## config.mk

```make
export PLATFORM = sky130hd
export DESIGN_NAME = pilot_lock_pps
export DESIGN_NICKNAME = d
export VERILOG_FILES = /design/src/rtl/plp_pkg.sv /design/src/rtl/plp_lock_ctr.sv /design/src/rtl/plp_turn_div.sv /design/src/rtl/plp_stamp.sv /design/src/rtl/pilot_lock_pps.sv
export SDC_FILE = /design/constraint.sdc
export NUM_CORES = 1
export LEC_CHECK = 0
export CAP_MARGIN = 20
export CORE_MARGIN = 10
export CORE_UTILIZATION = 66
export CTS_CLUSTER_SIZE = 28
export DETAILED_ROUTE_END_ITERATION = 8
export DONT_BUFFER_PORTS = 1
export GPL_TIMING_DRIVEN = 0
export PLACE_DENSITY = 0.82
export SKIP_CTS_REPAIR_TIMING = 1
export SYNTH_ARGS = -nofsm -noshare
export SYNTH_HDL_FRONTEND = slang
export SYNTH_HIERARCHICAL = 1
export SYNTH_SLANG_ARGS = --single-unit
```

## constraint.sdc

```tcl
create_clock -name clk -period 10.1 [get_ports clk]
set_input_delay 0 -clock clk [delete_from_list [all_inputs] [get_ports clk]]
set_output_delay 0 -clock clk [all_outputs]
set_load 0.05 [all_outputs]
```

## src/rtl/plp_pkg.sv

```systemverilog
package plp_pkg;

    localparam int SMP_W = 48;
    localparam int IDX_W = 32;

    typedef struct packed {
        logic             pulse;
        logic [IDX_W-1:0] idx_out;
        logic [SMP_W-1:0] at_out;
        logic [IDX_W-1:0] idx;
        logic [SMP_W-1:0] smp;
    } stamp_t;

endpackage

```

## src/rtl/plp_lock_ctr.sv

```systemverilog
module plp_lock_ctr #(
    parameter int LVL_W = 16,
    parameter int RUN_W = 16
) (
    input  logic                    clk,
    input  logic                    rst_n,
    input  logic                    clear,
    input  logic                    smp_valid,
    input  logic signed [LVL_W-1:0] level,
    input  logic signed [LVL_W:0]   thresh,
    input  logic [RUN_W-1:0]        run_len,
    output logic                    locked_next,
    output logic                    locked_q
);

    localparam int CMP_W = LVL_W + 2;

    typedef struct packed {
        logic [RUN_W-1:0] run;
        logic             locked;
    } lock_t;

    lock_t st_d, st_q;
    logic signed [CMP_W-1:0] twice_lvl;
    logic signed [CMP_W-1:0] thr_ext;
    logic                    good;

    always_comb begin
        twice_lvl = {level[LVL_W-1], level, 1'b0};
        thr_ext   = {thresh[LVL_W], thresh};
        good      = twice_lvl > thr_ext;
        st_d      = st_q;
        if (clear) begin
            st_d.run    = '0;
            st_d.locked = 1'b0;
        end else if (smp_valid) begin
            if (!good) begin
                st_d.run = '0;
            end else if (st_q.run < run_len) begin
                st_d.run = st_q.run + 1'b1;
            end
            st_d.locked = st_d.run >= run_len;
        end
    end

    always_ff @(posedge clk or negedge rst_n) begin
        if (!rst_n) begin
            st_q <= '0;
        end else begin
            st_q <= st_d;
        end
    end

    assign locked_next = st_d.locked;
    assign locked_q    = st_q.locked;

endmodule

```

## src/rtl/plp_turn_div.sv

```systemverilog
module plp_turn_div #(
    parameter int TURN_W = 16
) (
    input  logic              clk,
    input  logic              rst_n,
    input  logic              clear,
    input  logic              smp_valid,
    input  logic              wrap,
    input  logic [TURN_W-1:0] limit,
    input  logic              keep,
    output logic              boundary
);

    typedef struct packed {
        logic [TURN_W-1:0] turns;
    } turn_t;

    turn_t           st_d, st_q;
    logic [TURN_W:0] advanced;
    logic            hit;

    always_comb begin
        st_d     = st_q;
        hit      = 1'b0;
        advanced = {1'b0, st_q.turns} + 1'b1;
        if (clear) begin
            st_d.turns = '0;
        end else if (smp_valid) begin
            if (wrap) begin
                if (advanced >= {1'b0, limit}) begin
                    st_d.turns = '0;
                    hit        = 1'b1;
                end else begin
                    st_d.turns = advanced[TURN_W-1:0];
                end
            end
            if (!keep) begin
                st_d.turns = '0;
            end
        end
    end

    always_ff @(posedge clk or negedge rst_n) begin
        if (!rst_n) begin
            st_q <= '0;
        end else begin
            st_q <= st_d;
        end
    end

    assign boundary = hit && keep && !clear && smp_valid;

endmodule

```

## src/rtl/plp_stamp.sv

```systemverilog
module plp_stamp
    import plp_pkg::*;
(
    input  logic             clk,
    input  logic             rst_n,
    input  logic             clear,
    input  logic             smp_valid,
    input  logic             fire,
    input  logic             keep,
    output logic             pulse,
    output logic [IDX_W-1:0] idx_out,
    output logic [SMP_W-1:0] at_out
);

    stamp_t st_d, st_q;

    always_comb begin
        st_d       = st_q;
        st_d.pulse = 1'b0;
        if (clear) begin
            st_d.idx = '0;
            st_d.smp = '0;
        end else if (smp_valid) begin
            if (fire) begin
                st_d.pulse   = 1'b1;
                st_d.idx_out = st_q.idx;
                st_d.at_out  = st_q.smp;
                st_d.idx     = st_q.idx + 1'b1;
            end
            if (!keep) begin
                st_d.idx = '0;
            end
            st_d.smp = st_q.smp + 1'b1;
        end
    end

    always_ff @(posedge clk or negedge rst_n) begin
        if (!rst_n) begin
            st_q <= '0;
        end else begin
            st_q <= st_d;
        end
    end

    assign pulse   = st_q.pulse;
    assign idx_out = st_q.idx_out;
    assign at_out  = st_q.at_out;

endmodule

```

## src/rtl/pilot_lock_pps.sv

```systemverilog
module pilot_lock_pps
    import plp_pkg::*;
#(
    parameter int LVL_W  = 16,
    parameter int RUN_W  = 16,
    parameter int TURN_W = 16
) (
    input  logic                    clk,
    input  logic                    rst_n,
    input  logic                    cfg_load,
    input  logic signed [LVL_W:0]   min_level,
    input  logic [RUN_W-1:0]        lock_len,
    input  logic [TURN_W-1:0]       turns_per_sec,
    input  logic                    smp_valid,
    input  logic signed [LVL_W-1:0] inph_level,
    input  logic                    wrap_strobe,
    output logic                    locked,
    output logic                    pps_pulse,
    output logic [IDX_W-1:0]        pps_index,
    output logic [SMP_W-1:0]        pps_sample
);

    logic lock_after;
    logic second_hit;

    plp_lock_ctr #(
        .LVL_W (LVL_W),
        .RUN_W (RUN_W)
    ) u_lock (
        .clk         (clk),
        .rst_n       (rst_n),
        .clear       (cfg_load),
        .smp_valid   (smp_valid),
        .level       (inph_level),
        .thresh      (min_level),
        .run_len     (lock_len),
        .locked_next (lock_after),
        .locked_q    (locked)
    );

    plp_turn_div #(
        .TURN_W (TURN_W)
    ) u_turns (
        .clk       (clk),
        .rst_n     (rst_n),
        .clear     (cfg_load),
        .smp_valid (smp_valid),
        .wrap      (wrap_strobe),
        .limit     (turns_per_sec),
        .keep      (lock_after),
        .boundary  (second_hit)
    );

    plp_stamp u_stamp (
        .clk       (clk),
        .rst_n     (rst_n),
        .clear     (cfg_load),
        .smp_valid (smp_valid),
        .fire      (second_hit),
        .keep      (lock_after),
        .pulse     (pps_pulse),
        .idx_out   (pps_index),
        .at_out    (pps_sample)
    );

endmodule

```

-- Yosys cells after proc, flatten, opt, wreduce, memory -nomap -nowiden
Cells that the tools add are included.
- register bits: 194
- input port bits: 70
- output and inout port bits: 82
- logic and storage cells: 47
- add/subtract/negate cells: 4
- order comparisons: 4
- eq/ne operators: 2
- muxes and demuxes: 20
- bitwise operators: 1
- reduce and logical (&&, ||, !) cells: 8
- operators with widths (cell ; number):
    $mux 161 ; 1
    $mux 16 ; 9
    $mux 113 ; 1
    $mux 81 ; 1
    $mux 80 ; 1
    $add 48x1->48 const B ; 1
    $mux 17 ; 2
    $add 32x1->32 const B ; 1
    $mux 32 ; 1
    $add 16x1->17 const B ; 1
    $ge 17x16->1 ; 1
    $gt 17x17->1 ; 1
    $add 16x1->16 const B ; 1
    $ge 16x16->1 ; 1
    $lt 16x16->1 ; 1
    $ne 3x3->1 const B ; 2
    $mux 1 ; 4
    $reduce_and 2->1 ; 2
    $logic_and 1x1->1 ; 3
    $reduce_and 3->1 ; 1
    $reduce_bool 2->1 ; 1
    $logic_not 1->1 ; 1
    $not 1->1 ; 1

-- Depth between registers and ports, before layout
- depth in word-level cells: 15
- mapped depth: 25
- mapped depth without buffers: 23

-- Cells and area by module
The synthesis kept the hierarchy.
- modules (own cells, without submodules) (module ; instances ; cells an instance ; area each (um^2) ; sequential area each (um^2)):
    plp_stamp ; 1 ; 924 ; 8212.9 ; 4028.9
    plp_lock_ctr ; 1 ; 313 ; 2537.4 ; 425.4
    plp_turn_div ; 1 ; 165 ; 1382.6 ; 400.4

-- Least setup slack after synthesis
OpenSTA, ideal clock, no wires.
- path type: flip-flop to flip-flop
- start: register u_lock/st_q[10] (netlist bit)
- end: register u_stamp/st_q[61] (netlist bit)
- library setup time: 134 ps
- data arrival time: 4611 ps
- data required time: 9966 ps
- slack: 5355 ps
- cell stages (with the launch flop): 24
- path buffers: 1
- period minus slack after synthesis: 4745 ps
- cell sequence: dfrtp_1 > ha_1 > a21oi_1 > o21ai_1 > a221oi_1 > o21ai_2 > nor2_1 > xor2_1 > nand2_1 > ha_1 > nand2b_1 > a21o_1 > a21o_1 > a211oi_1 > o31ai_1 > a221oi_1 > o21ai_1 > nand4b_1 > nor2_1 > nand2b_1 > a21oi_1 > clkbuf_1 > nor4_1 > mux2i_1
- word-level cells in the longest chain between the ends: 13
- elaborated cells on any way between the ends: 17
- classes of those cells: add/sub: 1; order compare: 2; eq/ne: 1; mux: 9; reduce/logical: 4
- RTL lines (what ; line ; RTL):
    start, declared ; plp_lock_ctr.sv:23 ; lock_t st_d, st_q;
    start signal, assigned ; plp_lock_ctr.sv:50 ; st_q <= st_d;
    $add 16x1->16 or $lt 16x16->1 (tied branches) ; plp_lock_ctr.sv:40, plp_lock_ctr.sv:39 ;
    $mux 16 (*) ; plp_lock_ctr.sv:39 ; end else if (st_q.run < run_len) begin
    $mux 16 (*) ; plp_lock_ctr.sv:37 ; if (!good) begin
    $mux 16 (*) ; plp_lock_ctr.sv:36 ; end else if (smp_valid) begin
    $mux 16 (*) ; plp_lock_ctr.sv:33 ; if (clear) begin
    $ge 16x16->1 (*) ; plp_lock_ctr.sv:42 ; st_d.locked = st_d.run >= run_len;
    $mux 17 (*) ; plp_lock_ctr.sv:36 ;
    $mux 17 (*) ; plp_lock_ctr.sv:33 ;
    via lock_after ; pilot_lock_pps.sv:23 ; logic lock_after;
    $logic_and 1x1->1 (*) (3 in a row) ; plp_turn_div.sv:51 ; assign boundary = hit && keep && !clear && smp_valid;
    via second_hit ; pilot_lock_pps.sv:24 ; logic second_hit;
    $ne 3x3->1 (no line) (*) ; - ;
    $reduce_and 2->1 (no line) (*) ; - ;
    end signal, assigned ; plp_stamp.sv:41 ; st_q <= st_d;
    end, declared ; plp_stamp.sv:15 ; stamp_t st_d, st_q;
Mark *: on every way through the listed nets, which the timed path passes. The rest lies on a longest branch. The select of a mux whose other input is x is not followed.
A chain may end at the register's enable or synchronous reset.

-- Worst setup path in the final report
- start: register u_lock/st_q[15] (netlist bit)
- end: register u_stamp.st_q (netlist bit u_stamp/at_out[7])
- word-level cells in the longest chain between the ends: 12
- elaborated cells on any way between the ends: 13
- classes of those cells: add/sub: 1; order compare: 2; mux: 6; reduce/logical: 4
- RTL lines (what ; line):
    $add 16x1->16 or $lt 16x16->1 (tied branches) ; plp_lock_ctr.sv:40, plp_lock_ctr.sv:39
    $mux 16 (*) ; plp_lock_ctr.sv:39
    $mux 16 (*) ; plp_lock_ctr.sv:37
    $mux 16 (*) ; plp_lock_ctr.sv:36
    $mux 16 (*) ; plp_lock_ctr.sv:33
    $ge 16x16->1 (*) ; plp_lock_ctr.sv:42
    $mux 17 (*) ; plp_lock_ctr.sv:36
    $mux 17 (*) ; plp_lock_ctr.sv:33
    via lock_after ; pilot_lock_pps.sv:23
    $logic_and 1x1->1 (*) (3 in a row) ; plp_turn_div.sv:51
    via second_hit ; pilot_lock_pps.sv:24
    $reduce_and 3->1 (no line) (*) ; -
Marked as above.

==> impl_metrics.env <==
export IMPL_fp_dieArea_um2=24200
export IMPL_clkTransAtPathRegs_ns=0.07
export IMPL_clock_path_buffers=2
export IMPL_diodes=0
export IMPL_remaining_drc_errors=0
export IMPL_cp_common_cell="nand2_1"
export IMPL_via_per_inst=6.16
export IMPL_crit_start="u_lock/st_q[15]$_DFFE_PN0P_"
export IMPL_rsz0062_at_grt="no"
export IMPL_first_pass_iters=6
export IMPL_cp_end_kind="flip-flop"
export IMPL_status="complete, no violations"
export IMPL_synth_cells=1402
export IMPL_period_share_pct=62.7
export IMPL_wl_met3_mm=2.24
export IMPL_rrSetupSlack_ns=3.76
export IMPL_min_path_cells=2
export IMPL_dp_hpwl_mm=21.3
export IMPL_p_leak_uw=0.00622
export IMPL_final_nets=1563
export IMPL_antenna_found_initial=0
export IMPL_layout_common_cells="nand2_1, dfrtp_1, buf_4, inv_1, ha_1"
export IMPL_required_ns=10.47
export IMPL_timing_rr_end="u_stamp/at_out[7]$_DFFE_PN0P_"
export IMPL_cts_made_buffers=17
export IMPL_pre_cts_slack_ns=3.85
export IMPL_wirelength_mm=29.4
export IMPL_synth_warnings=6
export IMPL_async_flop_share_pct=100
export IMPL_portBuffers=0
export IMPL_whs_endpoint="u_turns/st_q[12]$_DFFE_PN0P_"
export IMPL_synth_seq_cells=194
export IMPL_r2r_cells=24
export IMPL_top_layer="met4"
export IMPL_cts_max_level=4
export IMPL_powerDensity_nw_per_um2=119
export IMPL_io_pins=152
export IMPL_critPathKind="reg2reg"
export IMPL_clock_latency_ns=0.43
export IMPL_finalSetupViolCount=0
export IMPL_fp_dieH_um=156
export IMPL_regArea_um2=4850
export IMPL_overflow=0
export IMPL_finClkSkew_ns=0.00896
export IMPL_layout_commonest_cell="nand2_1"
export IMPL_final_area_um2=13100
export IMPL_ys_flop_type="dfrtp_1"
export IMPL_grt_pass1_vias=9896
export IMPL_path_cells="ha_1, nand4_1, nor3_1, o211ai_1, o21ai_2, nor2_1, xor2_1, nand2_1, ha_1, nand2b_1, a21o_1, a21o_1, a211oi_1, o31ai_1, a221oi_1, o21ai_1, nand4b_1, nor2_1, nand3b_1, inv_1, clkbuf_1, buf_1, nand2_1, nand2_1"
export IMPL_fin_hold_ws_ns=0.0488
export IMPL_cts_tree="built"
export IMPL_wl_met1_mm=12.6
export IMPL_critPathMaxFanout=10
export IMPL_syn_area_um2=12100
export IMPL_chipWidth_um=156
export IMPL_fmax_mhz=158
export IMPL_drtIter0Drc=970
export IMPL_grt_max_degree=195
export IMPL_gp_congestion=0.963
export IMPL_multiInputGateArea_um2=6100
export IMPL_drive_above_1_share_pct=10.7
export IMPL_ant_nets=0
export IMPL_place_area_um2=12400
export IMPL_worstMarginPinSlew_ns=0.972
export IMPL_start_util_pct=67.3
export IMPL_crit_slowest_cell="o21ai_1"
export IMPL_vdd_drop_max_uv=138
export IMPL_slew_violations=0
export IMPL_maxCapViolCount=0
export IMPL_synth_cell_type_count=76
export IMPL_vias=10270
export IMPL_dp_cells=1631
export IMPL_max_stage_delay_ns=0.59
export IMPL_core_area_um2=18000
export IMPL_period_minus_slack_ns=6.34
export IMPL_wl_per_cell_um=17.6
export IMPL_filler_cell_count=1421
export IMPL_setup_tns_ns=0
export IMPL_hold_path_class="in2reg"
export IMPL_rows=49
export IMPL_instances_no_fill=1666
export IMPL_synth_edf_count=0
export IMPL_avgSynthCellArea_um2=8.65
export IMPL_slew_headroom_pct=35.1
export IMPL_worstReg2RegStart="u_lock/st_q[15]$_DFFE_PN0P_"
export IMPL_hold_violations=0
export IMPL_min_delay_start="smp_valid"
export IMPL_clk_root_buffer_cell="clkbuf_16"
export IMPL_clock_sinks=194
export IMPL_timing_final_ws_setup_ns=3.76
export IMPL_grt_pass1_wl_mm=48.0
export IMPL_synth_seq_area_share_pct=40.0
export IMPL_wl_met2_mm=14.0
export IMPL_cp_arrival_ns=6.70
export IMPL_synth_nets=1539
export IMPL_syn2layout_area_growth_pct=7.76
export IMPL_start_kind="flip-flop"
export IMPL_grt_util_all_layers_pct=23.7
## Yosys cell counts (all sizes together), types with 3 or more instances
library cell / instances / area, um^2
nand2: 283 / 1060
dfrtp: 194 / 4850
buf: 108 / 742
inv: 70 / 263
ha: 67 / 838
nor2: 65 / 244
a21oi: 59 / 295
o21ai: 50 / 254
nand4: 49 / 322
clkbuf: 46 / 174
nand3: 42 / 215
or4: 32 / 244
o31ai: 29 / 218
xnor2: 24 / 210
a31oi: 21 / 131
nand2b: 19 / 119
and4: 18 / 158
nor4: 18 / 119
nor3: 17 / 90.1
and3: 16 / 100
nand3b: 16 / 120
xor2: 14 / 123
nor2b: 13 / 81.3
or3: 12 / 80.1
a21o: 11 / 82.6
a22o: 10 / 87.6
mux2: 9 / 101
mux2i: 9 / 90.1
nor3b: 9 / 67.6
and2: 8 / 50.1
nor4b: 8 / 95.1
a211oi: 6 / 50.1
o31a: 4 / 35.0
or2: 4 / 25.0
a221oi: 3 / 26.3
a41oi: 3 / 26.3
nand4b: 3 / 26.3
o21a: 3 / 22.5
## kinds of logic after synthesis
| group | synth area share [%] |
|---|---|
| xor+xnor | 2.74 |
| buf+inv | 9.71 |
| flops | 40.0 |
| fa+ha+maj | 6.91 |
| mux | 1.58 |
| compound gates | 12.3 |
| simple gates | 26.8 |
## layout make-up
type | instances | share of cell area (%)
Buffer | 154 | 7.01
Clock buffer | 19 | 3.31
Clock inverter | 11 | 1.18
Inverter | 70 | 2.01
Multi-Input combinational cell | 984 | 46.7
Sequential cell | 194 | 37.1
Tap cell | 229 | 2.19
Timing Repair Buffer | 5 | 0.517
## layer usage
| layer | up-vias | GRT usage, % |
|---|---|---|
| met5 | - | 0 |
| met4 | 0 | 7.80 |
| met3 | 47 | 5.57 |
| met2 | 411 | 38.3 |
| met1 | 4911 | 30.9 |
| li1 | 4901 | - |
## power by group
| part | switching (uW) | leakage (uW) | internal [uW] | total (uW) |
|---|---|---|---|---|
| Sequential | 3.70 | 0.00271 | 779 | 782 |
| Clock | 295 | 0.000281 | 390 | 685 |
| Combinational | 62.8 | 0.00323 | 28.8 | 91.6 |
| Total | 361 | 0.00622 | 1200 | 1560 |
## registers in the layout, summed over array words and instances (netlist names)
register and flops:
u_stamp/at_out 48, u_stamp/idx_out 32, u_turns/st_q 16, u_stamp/st_q 80
u_lock/st_q 16, u_stamp/pulse 1, u_lock/locked_q 1
## worst max path at each step
stage | endpoint | slack, ns
final | u_stamp/at_out[7]$_DFFE_PN0P_ | 3.76
after global routing | u_stamp/at_out[7]$_DFFE_PN0P_ | 3.22
after CTS | u_stamp/at_out[7]$_DFFE_PN0P_ | 3.83
after detailed placement | u_stamp/at_out[7]$_DFFE_PN0P_ | 3.85
after global placement | u_stamp/at_out[7]$_DFFE_PN0P_ | 3.89
after floorplan | u_stamp/st_q[61]$_DFFE_PN0P_ | 5.36
## through the flow
step	util (%)	total power, uW
6_report	72.5	1560
3_5_place_dp	68.9	871
3_3_place_gp	68.9	868
2_1_floorplan	-	852
5_1_grt	72.5	1610
4_1_cts	72.2	1550
## critical path: cells and delay by family, from the launching register on
kind / cells / cell delay [ns]
adders and majority gates: 2 / 0.68
and+or+nand+nor: 10 / 1.87
buffers and inverters: 3 / 1.13
DFF: 1 / 0.46
AOI/OAI and AO/OA: 8 / 1.96
xor gates and xnor gates: 1 / 0.16
Note: power is estimated with default switching activity, not from simulation.
